--- config.mk ---
export PLATFORM = sky130hd
export DESIGN_NAME = lbs_burst_splitter
export DESIGN_NICKNAME = d
export VERILOG_FILES = /design/src/rtl/lbs_pkg.sv /design/src/rtl/lbs_seg_gen.sv /design/src/rtl/lbs_chip_seq.sv /design/src/rtl/lbs_burst_splitter.sv
export SDC_FILE = /design/constraint.sdc
export NUM_CORES = 1
export LEC_CHECK = 0
export BUFFER_PORTS_ARGS = -buffer_cell sky130_fd_sc_hd__clkbuf_2
export CAP_MARGIN = 0
export CORE_MARGIN = 2
export CORE_UTILIZATION = 45
export DETAILED_ROUTE_END_ITERATION = 10
export GPL_TIMING_DRIVEN = 0
export PLACE_DENSITY = 0.7
export SLEW_MARGIN = 20
export SYNTH_ARGS = -nofsm -noshare
export SYNTH_HDL_FRONTEND = slang
export SYNTH_SLANG_ARGS = --single-unit
--- constraint.sdc ---
create_clock -name clk -period 2.25 [get_ports clk]
set_clock_uncertainty 0.2 [all_clocks]
set_input_delay 0.225 -clock clk [delete_from_list [all_inputs] [get_ports clk]]
set_output_delay 0.225 -clock clk [all_outputs]
set_load 0.03 [all_outputs]
--- src/rtl/lbs_pkg.sv ---
`timescale 1ns/1ps
package lbs_pkg;

    typedef enum logic [1:0] {
        KIND_RD  = 2'd0,
        KIND_WR  = 2'd1,
        KIND_REF = 2'd2
    } mem_kind_e;

    typedef enum logic [1:0] {
        S_IDLE    = 2'd0,
        S_DATA    = 2'd1,
        S_REFRESH = 2'd2
    } split_state_e;

endpackage

--- src/rtl/lbs_seg_gen.sv ---
`timescale 1ns/1ps
// Segment counter: works out how many memory commands a request needs
// and steps the in-chip address by one memory burst per command.
module lbs_seg_gen #(
    parameter int MAW    = 14,
    parameter int LEN_W  = 5,
    parameter int MEM_BL = 4
) (
    input  logic             clk,
    input  logic             rst_n,
    input  logic             load,
    input  logic [MAW-1:0]   base_in,
    input  logic [LEN_W-1:0] len_in,
    input  logic             adv,
    input  logic             rewind,
    output logic [MAW-1:0]   seg_addr,
    output logic             seg_last
);
    localparam int CW = LEN_W + 1;

    logic [CW-1:0]  len_ext;
    logic [CW-1:0]  nseg_calc;
    logic [CW-1:0]  nseg_q;
    logic [CW-1:0]  idx_q;
    logic [MAW-1:0] base_q;
    logic [MAW-1:0] addr_q;

    assign len_ext   = {1'b0, len_in} + CW'(MEM_BL - 1);
    assign nseg_calc = len_ext / CW'(MEM_BL);

    always_ff @(posedge clk) begin
        if (!rst_n) begin
            nseg_q <= CW'(1);
            idx_q  <= '0;
            base_q <= '0;
            addr_q <= '0;
        end else if (load) begin
            nseg_q <= (nseg_calc == '0) ? CW'(1) : nseg_calc;
            idx_q  <= '0;
            base_q <= base_in;
            addr_q <= base_in;
        end else if (rewind) begin
            idx_q  <= '0;
            addr_q <= base_q;
        end else if (adv) begin
            idx_q  <= idx_q + CW'(1);
            addr_q <= addr_q + MAW'(MEM_BL);
        end
    end

    assign seg_addr = addr_q;
    assign seg_last = (idx_q == nseg_q - CW'(1));
endmodule

--- src/rtl/lbs_chip_seq.sv ---
`timescale 1ns/1ps
// Chip sequencer: holds the addressed chip, or walks every chip in
// ascending order when a request is fanned out.
module lbs_chip_seq #(
    parameter int CS_W = 2
) (
    input  logic            clk,
    input  logic            rst_n,
    input  logic            load,
    input  logic [CS_W-1:0] cs_in,
    input  logic            fan_in,
    input  logic            adv,
    output logic [CS_W-1:0] chip,
    output logic            chip_last
);
    logic [CS_W-1:0] chip_q;
    logic            fan_q;

    always_ff @(posedge clk) begin
        if (!rst_n) begin
            chip_q <= '0;
            fan_q  <= 1'b0;
        end else if (load) begin
            chip_q <= fan_in ? '0 : cs_in;
            fan_q  <= fan_in;
        end else if (adv) begin
            chip_q <= chip_q + CS_W'(1);
        end
    end

    assign chip      = chip_q;
    assign chip_last = !fan_q || (&chip_q);
endmodule

--- src/rtl/lbs_burst_splitter.sv ---
`timescale 1ns/1ps
module lbs_burst_splitter #(
    parameter int ADDR_W    = 16,
    parameter int CS_W      = 2,
    parameter int MAX_BURST = 16,
    parameter int MEM_BL    = 4,
    parameter bit ECC_ON    = 1'b0,
    localparam int MAW      = ADDR_W - CS_W,
    localparam int LEN_W    = $clog2(MAX_BURST + 1)
) (
    input  logic              clk,
    input  logic              rst_n,
    input  logic              req_valid,
    output logic              req_ready,
    input  logic [ADDR_W-1:0] req_addr,
    input  logic [LEN_W-1:0]  req_len,
    input  logic              req_write,
    input  logic              req_ap,
    input  logic              req_mcast,
    input  logic              rfsh_req,
    output logic              rfsh_ack,
    output logic              cmd_valid,
    input  logic              cmd_ready,
    output logic [CS_W-1:0]   cmd_cs,
    output logic [MAW-1:0]    cmd_addr,
    output logic [1:0]        cmd_kind,
    output logic              cmd_ap
);
    import lbs_pkg::*;

    split_state_e state_q, state_d;

    logic            write_q, ap_q, job_q;
    logic            load, seg_adv, seg_rewind, chip_adv;
    logic            fire, final_fire, fan_en;
    logic [MAW-1:0]  seg_addr;
    logic            seg_last;
    logic [CS_W-1:0] chip_cur;
    logic            chip_last;

    // A build with ECC never fans a write out.
    generate
        if (ECC_ON) begin : g_ecc
            assign fan_en = 1'b0;
        end else begin : g_noecc
            assign fan_en = req_mcast & req_write;
        end
    endgenerate

    lbs_seg_gen #(
        .MAW   (MAW),
        .LEN_W (LEN_W),
        .MEM_BL(MEM_BL)
    ) u_seg (
        .clk     (clk),
        .rst_n   (rst_n),
        .load    (load),
        .base_in (req_addr[MAW-1:0]),
        .len_in  (req_len),
        .adv     (seg_adv),
        .rewind  (seg_rewind),
        .seg_addr(seg_addr),
        .seg_last(seg_last)
    );

    lbs_chip_seq #(
        .CS_W(CS_W)
    ) u_chip (
        .clk      (clk),
        .rst_n    (rst_n),
        .load     (load),
        .cs_in    (req_addr[ADDR_W-1 -: CS_W]),
        .fan_in   (fan_en),
        .adv      (chip_adv),
        .chip     (chip_cur),
        .chip_last(chip_last)
    );

    assign fire       = cmd_valid && cmd_ready;
    assign final_fire = (state_q == S_DATA) && fire && seg_last && chip_last;

    // Next state and sequencing strobes.
    always_comb begin
        state_d    = state_q;
        load       = 1'b0;
        seg_adv    = 1'b0;
        seg_rewind = 1'b0;
        chip_adv   = 1'b0;
        unique case (state_q)
            S_IDLE: begin
                if (rfsh_req) begin
                    state_d = S_REFRESH;
                end else if (req_valid) begin
                    load    = 1'b1;
                    state_d = S_DATA;
                end
            end
            S_DATA: begin
                if (fire) begin
                    if (seg_last && chip_last) begin
                        state_d = S_IDLE;
                    end else begin
                        if (seg_last) begin
                            chip_adv   = 1'b1;
                            seg_rewind = 1'b1;
                        end else begin
                            seg_adv = 1'b1;
                        end
                        state_d = rfsh_req ? S_REFRESH : S_DATA;
                    end
                end
            end
            S_REFRESH: begin
                if (fire) begin
                    state_d = job_q ? S_DATA : S_IDLE;
                end
            end
            default: state_d = S_IDLE;
        endcase
    end

    // State register and per-request flags.
    always_ff @(posedge clk) begin
        if (!rst_n) begin
            state_q <= S_IDLE;
            write_q <= 1'b0;
            ap_q    <= 1'b0;
            job_q   <= 1'b0;
        end else begin
            state_q <= state_d;
            if (load) begin
                write_q <= req_write;
                ap_q    <= req_ap;
                job_q   <= 1'b1;
            end else if (final_fire) begin
                job_q   <= 1'b0;
            end
        end
    end

    // Outputs by state.
    always_comb begin
        req_ready = 1'b0;
        rfsh_ack  = 1'b0;
        cmd_valid = 1'b0;
        cmd_kind  = KIND_RD;
        cmd_cs    = '0;
        cmd_addr  = '0;
        cmd_ap    = 1'b0;
        unique case (state_q)
            S_IDLE: begin
                req_ready = !rfsh_req;
            end
            S_DATA: begin
                cmd_valid = 1'b1;
                cmd_kind  = write_q ? KIND_WR : KIND_RD;
                cmd_cs    = chip_cur;
                cmd_addr  = seg_addr;
                cmd_ap    = ap_q && seg_last;
            end
            S_REFRESH: begin
                cmd_valid = 1'b1;
                cmd_kind  = KIND_REF;
                rfsh_ack  = cmd_ready;
            end
            default: ;
        endcase
    end
endmodule

==> PnR_summary.wiki, run 1 <==
{| class="wikitable"
! Metric !! Value
|-
| Outcome || finished with violations
|-
| Violated checks || setup timing
|-
| Number of global-route vias before repair || 2487
|-
| Peak ir drop on the vdd network || 486 µV
|-
| CORE AREA || 0.00557 mm²
|-
| Port bufs || 50
|-
| Number of DRC markers in iteration 0 || 178
|-
| Standard cell with the maximum stage delay on the critical path || dfxtp_4
|-
| HPWL after detailed placement || 4870 µm
|-
| Sequential-to-total area share from yosys stat || 35.0%
|-
| Top area cells in the synthesized netlist || dfxtp_1 35%, nand2_1 7.4%, a21boi_0 5.7%
|-
| Category of the most critical setup path || flop to output pin
|-
| Worst Setup End Kind || output pin
|-
| Flops & latches, synth || 46
|-
| Final hold violations || 0
|-
| Uppermost layer routed || met4
|-
| FFs w/ async S/R, synth || 0%
|-
| Worst reg2reg setup slack || 0.02 ns
|-
| Pin count of the biggest net entering global routing || 14
|-
| Clock tree from TritonCTS || built
|-
| Number of antenna repair diodes || 0
|-
| Critical-path cell list || or2_0 -> a211o_1 -> a22oi_2 -> buf_6 -> and4_4 -> buf_8
|-
| Drc violations || 0
|-
| Total number of clock tree sinks || 46
|-
| Worst Path Required || 1.82 ns
|-
| Global-route wire length before repair || 11500 µm
|-
| Synthesized net count || 357
|-
| Critical path fanouts, max || 5
|-
| Number of enable-type register cells in the synthesized netlist || 0
|-
| Sum of routed wire segments on met1 || 3320 µm
|-
| P_sw || 953 µW
|-
| First-pass iteration count of the detailed router || 4
|-
| H-tree levels || 2
|-
| Initial antenna violation count || 0
|-
| Final-report setup violation count || 1
|-
| Worst skew pair latency || 0.30 ns
|-
| Cell Area, Synth || 0.00263 mm²
|-
| Distinct cell type count of the synthesized netlist || 51
|-
| Maximum single-stage delay on the critical path || 0.36 ns
|-
| Hold slack final || 0.0122 ns
|-
| Met2 Wirelength || 3510 µm
|-
| Die Height || 80.4 µm
|-
| Post-synthesis compound-gate area fraction || 21.2%
|-
| Placer Congestion || 0.770
|-
| Clock-pin transition on the worst setup and hold timing paths || 0.09 ns
|-
| Xor and xnor fraction of the mapped netlist area || 6.00%
|-
| Worst Max-Slew Pin Slew || 0.502 ns
|-
| Hold depth || 3
|-
| Remaining global-route overflow || 0
|-
| Time the worst path needs with I/O delays and setup || 2.30 ns
|-
| Mean area per synthesized cell || 8.24 µm²
|-
| Fraction of the core area covered by cells at the end of the flow || 62.8%
|-
| Ys Warns || 0
|-
| Max-cap violations || 0
|-
| Period Utilization, post-route || 102%
|-
| Combinational Power Share || 39.1%
|-
| Number of pins exceeding their max-slew limit in the final report || 0
|-
| Area fraction of the dominant cell type after synthesis || 35.0%
|-
| Kind of path behind the tightest hold check || input pin to flop
|-
| Largest family of logic cells by synthesized area || simple AND/OR/NAND/NOR gates
|-
| Total Die Area || 0.00647 mm²
|-
| Clock share of power || 21.0%
|-
| Clock Path Buffers || 2
|-
| Number of cell instances on the worst register-to-register path || 8
|-
| Max_slew headroom || 66.6%
|-
| Static Leakage || 1.47 nW
|-
| Setup repair after global routing missed its margin || true
|-
| Sequential share of power || 39.8%
|-
| Fmax || 0.434 GHz
|-
| Row Count || 27
|-
| Cell type with the highest aggregate area in the netlist || dfxtp_1
|-
| Ratio of cells with drive above 1 in the final layout || 30.2%
|-
| Int Power || 1.58 mW
|-
| Total power density per cell area || 725 mW/mm²
|-
| Number of vias per cell || 5.38
|-
| Ports || 51
|-
| Worst slack at placement || -0.334 ns
|-
| Filler Cell Count || 519
|-
| Number of clock buffers inserted by TritonCTS || 5
|-
| Post-route setup slack || -0.0539 ns
|-
| Post-synthesis adder-cell area fraction || 4.29%
|-
| Cells after synthesis || 319
|-
| Total vias in the final route || 2579
|-
| Starting utilization of the core area || 47.1%
|-
| Routed length on met3 || 248 µm
|-
| Sw frac || 37.6%
|-
| Simple-gate area share of the yosys netlist || 27.2%
|-
| WL final || 7150 µm
|-
| Critical path startpoint category || flop
|-
| Average wire per cell in the routed design || 14.9 µm
|-
| Residual antenna-violating net count after detailed routing || 0
|-
| Fraction of synthesized area in multiplexers || 1.90%
|-
| Data arrival time of the critical path || 1.88 ns
|-
| Number of nets at the end of the flow || 444
|-
| Clock root buffer master || clkbuf_8
|-
| Main flop type after synthesis || dfxtp_1
|-
| Syn-to-layout area delta || 33.1%
|-
| Overall fraction of global-route tracks in use || 23.0%
|-
| Overall die width || 80.4 µm
|}
[final timing paths]
check / end / from
max: cmd_ap / u_seg.idx_q[3]
min: u_seg.base_q[1] / req_addr[1]
max reg2reg: state_q[1] / u_seg.idx_q[3]
min reg2reg: write_q / write_q
[cell usage in the layout (no fill, tap or decap), types with 6 or more instances in the layout]
master / synthesis / routed
a21boi_0: 20 / 20
a21oi_1: 13 / 11
and2_1: 20 / 19
buf_4: 0 / 13
clkbuf_2: 0 / 53
clkbuf_8: 0 / 6
dfxtp_1: 46 / 40
dlygate4sd3_1: 0 / 15
ha_1: 9 / 6
inv_1: 8 / 6
nand2_1: 52 / 52
nand3_1: 9 / 9
nand4_1: 7 / 7
nor2_1: 14 / 13
o21ai_0: 18 / 14
o221ai_1: 6 / 6
xnor2_1: 13 / 12
[repair_timing]
item / 4_1_cts / 5_1_grt
hold buffers: 15 / 0
setup endpoints to repair: 52 / 42
pin swaps: 7 / 9
resized for setup: 28 / 27
gates cloned: 1 / 0
hold endpoints to repair: 20 / 0
setup buffers: 8 / 7
[cell families after synthesis]
kind of cell | count (synthesis)
AO/OA/AOI/OAI | 81
XOR/XNOR | 18
adder cells (fa/ha/maj) | 9
buffers and inverters | 24
flip-flops | 46
multiplexers | 5
AND/OR/NAND/NOR | 136
[routing by layer]
layer  vias to the layer above  GRT usage [%]
met3                         6           4.27
met2                        59           40.2
met5                         -              0
met4                         0           6.78
met1                      1215           28.6
li1                       1299              -
[area by class of cell]
type / instances / area (µm²) / area share, %
Multi-Input combinational cell: 250 / 1730 / 49.5
Sequential cell: 46 / 931 / 26.6
Timing Repair Buffer: 79 / 523 / 14.9
Buffer: 16 / 103 / 2.93
Tap cell: 72 / 90.1 / 2.58
Clock buffer: 7 / 86.3 / 2.47
Inverter: 8 / 30.0 / 0.858
Clock inverter: 1 / 5.00 / 0.143
[synthesized netlist by cell type (3+ instances only)]
library cell	number
a21oi_1	13
o21ai_0	18
mux2i_1	5
clkbuf_1	8
a211oi_1	4
nand4_1	7
nand2_1	52
dfxtp_1	46
nand3_1	9
xnor2_1	13
o211a_1	5
nor2_1	14
nor3_1	5
nor4_1	3
buf_1	3
a31oi_1	3
nor2b_1	3
o221ai_1	6
a21boi_0	20
and3_1	3
inv_1	8
and2_1	20
xor2_1	5
buf_6	3
ha_1	9
[flip-flops by register name, summed over array words and instances (netlist names)]
name / flops
ap_q: 1
u_seg.idx_q: 6
u_seg.seg_addr: 14
job_q: 1
state_q: 2
u_chip.fan_q: 1
u_seg.base_q: 14
write_q: 1
u_seg.nseg_q: 4
u_chip.chip: 2
[metrics by stage]
stage	setup TNS [ns]	power, mW	instances	instance area, µm²
after global placement	-5.44	1.77	441	2980
after detailed placement	-7.05	1.79	441	2980
after global routing	-1.17	2.69	479	3500
after floorplan	-0.00861	1.56	319	2640
final	-0.0539	2.54	479	3500
after CTS	-0.259	2.44	472	3380
[power groups by stage]
| stage | Combinational [mW] | Sequential, mW | Clock, mW |
|---|---|---|---|
| 6_report | 0.992 | 1.01 | 0.534 |
| 4_1_cts | 0.901 | 1.01 | 0.538 |
| 2_1_floorplan | 0.569 | 0.995 | 0 |
| 3_5_place_dp | 0.767 | 1.02 | 0 |
| 5_1_grt | 1.08 | 1.03 | 0.583 |
| 3_3_place_gp | 0.748 | 1.02 | 0 |
[critical path, delay by kind of cell (launching register included)]
kind,cells,cell delay (ns)
buf+inv,2,0.26
simple gates,2,0.42
flops,1,0.36
compound gates,2,0.53
(Power assumes the default switching activity.)
==> run 2, diff against run 1 <==
--- a/config.mk
+++ b/config.mk
@@ -5,13 +5,12 @@
 export SDC_FILE = /design/constraint.sdc
 export NUM_CORES = 1
 export LEC_CHECK = 0
-export BUFFER_PORTS_ARGS = -buffer_cell sky130_fd_sc_hd__clkbuf_2
 export CAP_MARGIN = 0
 export CORE_MARGIN = 2
 export CORE_UTILIZATION = 45
 export DETAILED_ROUTE_END_ITERATION = 10
+export DONT_BUFFER_PORTS = 1
 export GPL_TIMING_DRIVEN = 0
-export PLACE_DENSITY = 0.7
 export SLEW_MARGIN = 20
 export SYNTH_ARGS = -nofsm -noshare
 export SYNTH_HDL_FRONTEND = slang
==> run 2 against run 1 <==
  * The run ends with hold timing, setup timing left
  * Sequential power about the same
  * Maximum frequency up 2.0%
  * Utilization down 1.3 points
  * Die area unchanged
  * Critical endpoint unchanged
==> PnR_summary.wiki, run 2 (same netlist as run 1, synthesis figures left out) <==
{| class="wikitable"
! Metric !! Value
|-
| Worst Max-Slew Pin Slew || 0.551 ns (+0.0489 ns)
|-
| Kind of path behind the tightest hold check || input pin to flop
|-
| Critical path startpoint category || flop
|-
| Final design instance area without fill || 0.00343 mm² (-2.0%)
|-
| Total power density per cell area || 764 mW/mm² (+5.3%)
|-
| CORE AREA || 0.00557 mm² (unchanged)
|-
| Total number of clock tree sinks || 46 (unchanged)
|-
| H-tree levels || 2 (unchanged)
|-
| Critical path fanouts, max || 4 (-1)
|-
| Worst Setup End Kind || output pin
|-
| Clock-pin transition on the worst setup and hold timing paths || 0.08 ns (about the same)
|-
| Post-route setup slack || -0.00895 ns (+0.0449 ns)
|-
| Starting utilization of the core area || 47.1% (unchanged)
|-
| Data arrival time of the critical path || 1.83 ns (-0.05 ns)
|-
| Number of clock buffers inserted by TritonCTS || 5 (unchanged)
|-
| Max_slew headroom || 63.3% (-3.3 points)
|-
| Time the worst path needs with I/O delays and setup || 2.26 ns (-0.0449 ns)
|-
| Area used by sequential logic in the layout || 933 µm² (+0.27%)
|-
| Overall die width || 80.4 µm (unchanged)
|-
| Number of antenna repair diodes || 0 (unchanged)
|-
| Number of DRC markers in iteration 0 || 117 (-34%)
|-
| Most frequent cells in the layout || 51 x nand2_1, 40 x dfxtp_1, 22 x dlygate4sd3_1, 20 x a21boi_0, 16 x buf_4
|-
| Peak ir drop on the vdd network || 483 µV (-0.55%)
|-
| Period Utilization, post-route || 100% (-2.0 points)
|-
| Fmax || 0.443 GHz (+2.0%)
|-
| Static Leakage || 1.35 nW (-8.7%)
|-
| Final-report setup violation count || 1 (unchanged)
|-
| Pin count of the biggest net entering global routing || 14 (unchanged)
|-
| Hold slack final || -0.0188 ns (-0.0311 ns)
|-
| Fraction of the core area covered by cells at the end of the flow || 61.5% (-1.3 points)
|-
| Category of the most critical setup path || flop to output pin
|-
| Number of vias per cell || 5.56 (+3.2%)
|-
| Remaining global-route overflow || 0 (unchanged)
|-
| Area used by multi-input combinational logic || 0.00177 mm² (+2.5%)
|-
| Number of global-route vias before repair || 2262 (-9.0%)
|-
| Drc violations || 0 (unchanged)
|-
| Syn-to-layout area delta || 30.5%
|-
| Most common cell after layout, fill and taps aside || nand2_1
|-
| Initial antenna violation count || 0 (unchanged)
|-
| Final hold violations || 3 (+3)
|-
| Overall fraction of global-route tracks in use || 22.6% (-0.42 points)
|-
| Outcome || finished with violations
|-
| Ratio of cells with drive above 1 in the final layout || 25.7% (-4.5 points)
|-
| Clock root buffer master || clkbuf_8
|-
| Placer Congestion || 0.745 (-3.3%)
|-
| Clock tree from TritonCTS || built
|-
| Row Count || 27 (unchanged)
|-
| Violated checks || hold timing, setup timing
|-
| Average wire per cell in the routed design || 16.2 µm (+8.5%)
|-
| Total Die Area || 0.00647 mm² (unchanged)
|-
| Die Height || 80.4 µm (unchanged)
|-
| Number of pins exceeding their max-slew limit in the final report || 0 (unchanged)
|-
| HPWL after detailed placement || 4800 µm (-1.6%)
|-
| Residual antenna-violating net count after detailed routing || 0 (unchanged)
|-
| Ports || 51 (unchanged)
|-
| First-pass iteration count of the detailed router || 4 (unchanged)
|-
| Placement Cell Area || 0.00273 mm² (-8.4%)
|-
| Worst skew pair latency || 0.30 ns (about the same)
|-
| WL final || 7140 µm (about the same)
|-
| Port bufs || 0 (-100%)
|-
| Max-cap violations || 0 (unchanged)
|-
| Worst Path Required || 1.82 ns (about the same)
|-
| Number of nets at the end of the flow || 406 (-8.6%)
|-
| Global-route wire length before repair || 11100 µm (-3.2%)
|-
| Clock Path Buffers || 2 (unchanged)
|-
| Setup repair after global routing missed its margin || true
|-
| Filler Cell Count || 532 (+2.5%)
|-
| Total vias in the final route || 2450 (-5.0%)
|}
==> run 2: cell count changes in the layout (fill, tap and decap cells not counted), moves of 3 or more <==
cell           change
dlygate4sd3_1      +7
clkbuf_2          -49
o221ai_1           -4
o221ai_2           +4
buf_4              +3
buf_6              +3
a211oi_1           +3
o21ai_0            -4
o21ai_2            +3
and2_2            +10
and2_1            -10
a211oi_2           -3
==> run 2: final cells by class <==
class	instances	area share, %
Multi-Input combinational cell	249	51.8
Timing Repair Buffer	42	11.2
Buffer	16	3.18
Clock buffer	7	2.23
Sequential cell	46	27.2
Inverter	8	0.876
Clock inverter	1	0.876
Tap cell	72	2.63
==> run 2: path summary, 6_finish.rpt <==
kind                   startpoint               to  slack [ns]  cells after the start
setup / recovery  u_seg.nseg_q[0]           cmd_ap      -0.009                      6
hold reg to reg   u_seg.base_q[2]  u_seg.base_q[2]        0.27                      2
setup reg to reg  u_seg.nseg_q[0]   u_seg.idx_q[1]        0.05                     10
hold / removal          req_valid  u_seg.base_q[0]       -0.02                      3
==> run 2: what timing repair did <==
action	4_1_cts	5_1_grt
pin swaps	3	14
setup endpoints to repair	55	53
gates resized for setup	29	52
hold buffers	22	0
cloned	0	1
endpoints found under the hold margin	31	0
setup buffers	7	12
==> run 2: where the power goes <==
| group | switching, mW | leakage (nW) | internal (mW) |
|---|---|---|---|
| sequential | 0.0989 | 0.377 | 0.913 |
| combinational | 0.550 | 0.916 | 0.440 |
| clock | 0.284 | 0.0524 | 0.333 |
==> run 2: through the flow <==
| stage | power (mW) | hold slack (ns) | setup WS [ns] | instances | setup TNS, ns |
|---|---|---|---|---|---|
| detailed placement | 1.73 | 0.182 | -0.423 | 391 | -10.32 |
| global route | 2.78 | 0.00984 | -0.0713 | 441 | -0.404 |
| finish | 2.62 | -0.0188 | -0.00895 | 441 | -0.00895 |
| floorplan | 1.56 | 0.170 | -0.00430 | 319 | -0.00861 |
| CTS | 2.48 | 0.00106 | -0.123 | 428 | -0.177 |
| global placement | 1.72 | 0.174 | -0.389 | 391 | -9.43 |
==> run 2: layer usage <==
layer	up-vias	track usage, %	wire length [µm]
met1	1165	28.6	3240
met5	-	0	0
met4	0	5.08	58
li1	1230	-	-
met3	5	4.94	341
met2	50	39.0	3500
==> run 2: critical path: stages (launching register included) <==
cell and delay, ns:
dfxtp_4 0.36, buf_4 0.13, nor3_1 0.23, o21ai_1 0.11
a22oi_2 0.28, buf_6 0.15, and4_4 0.27
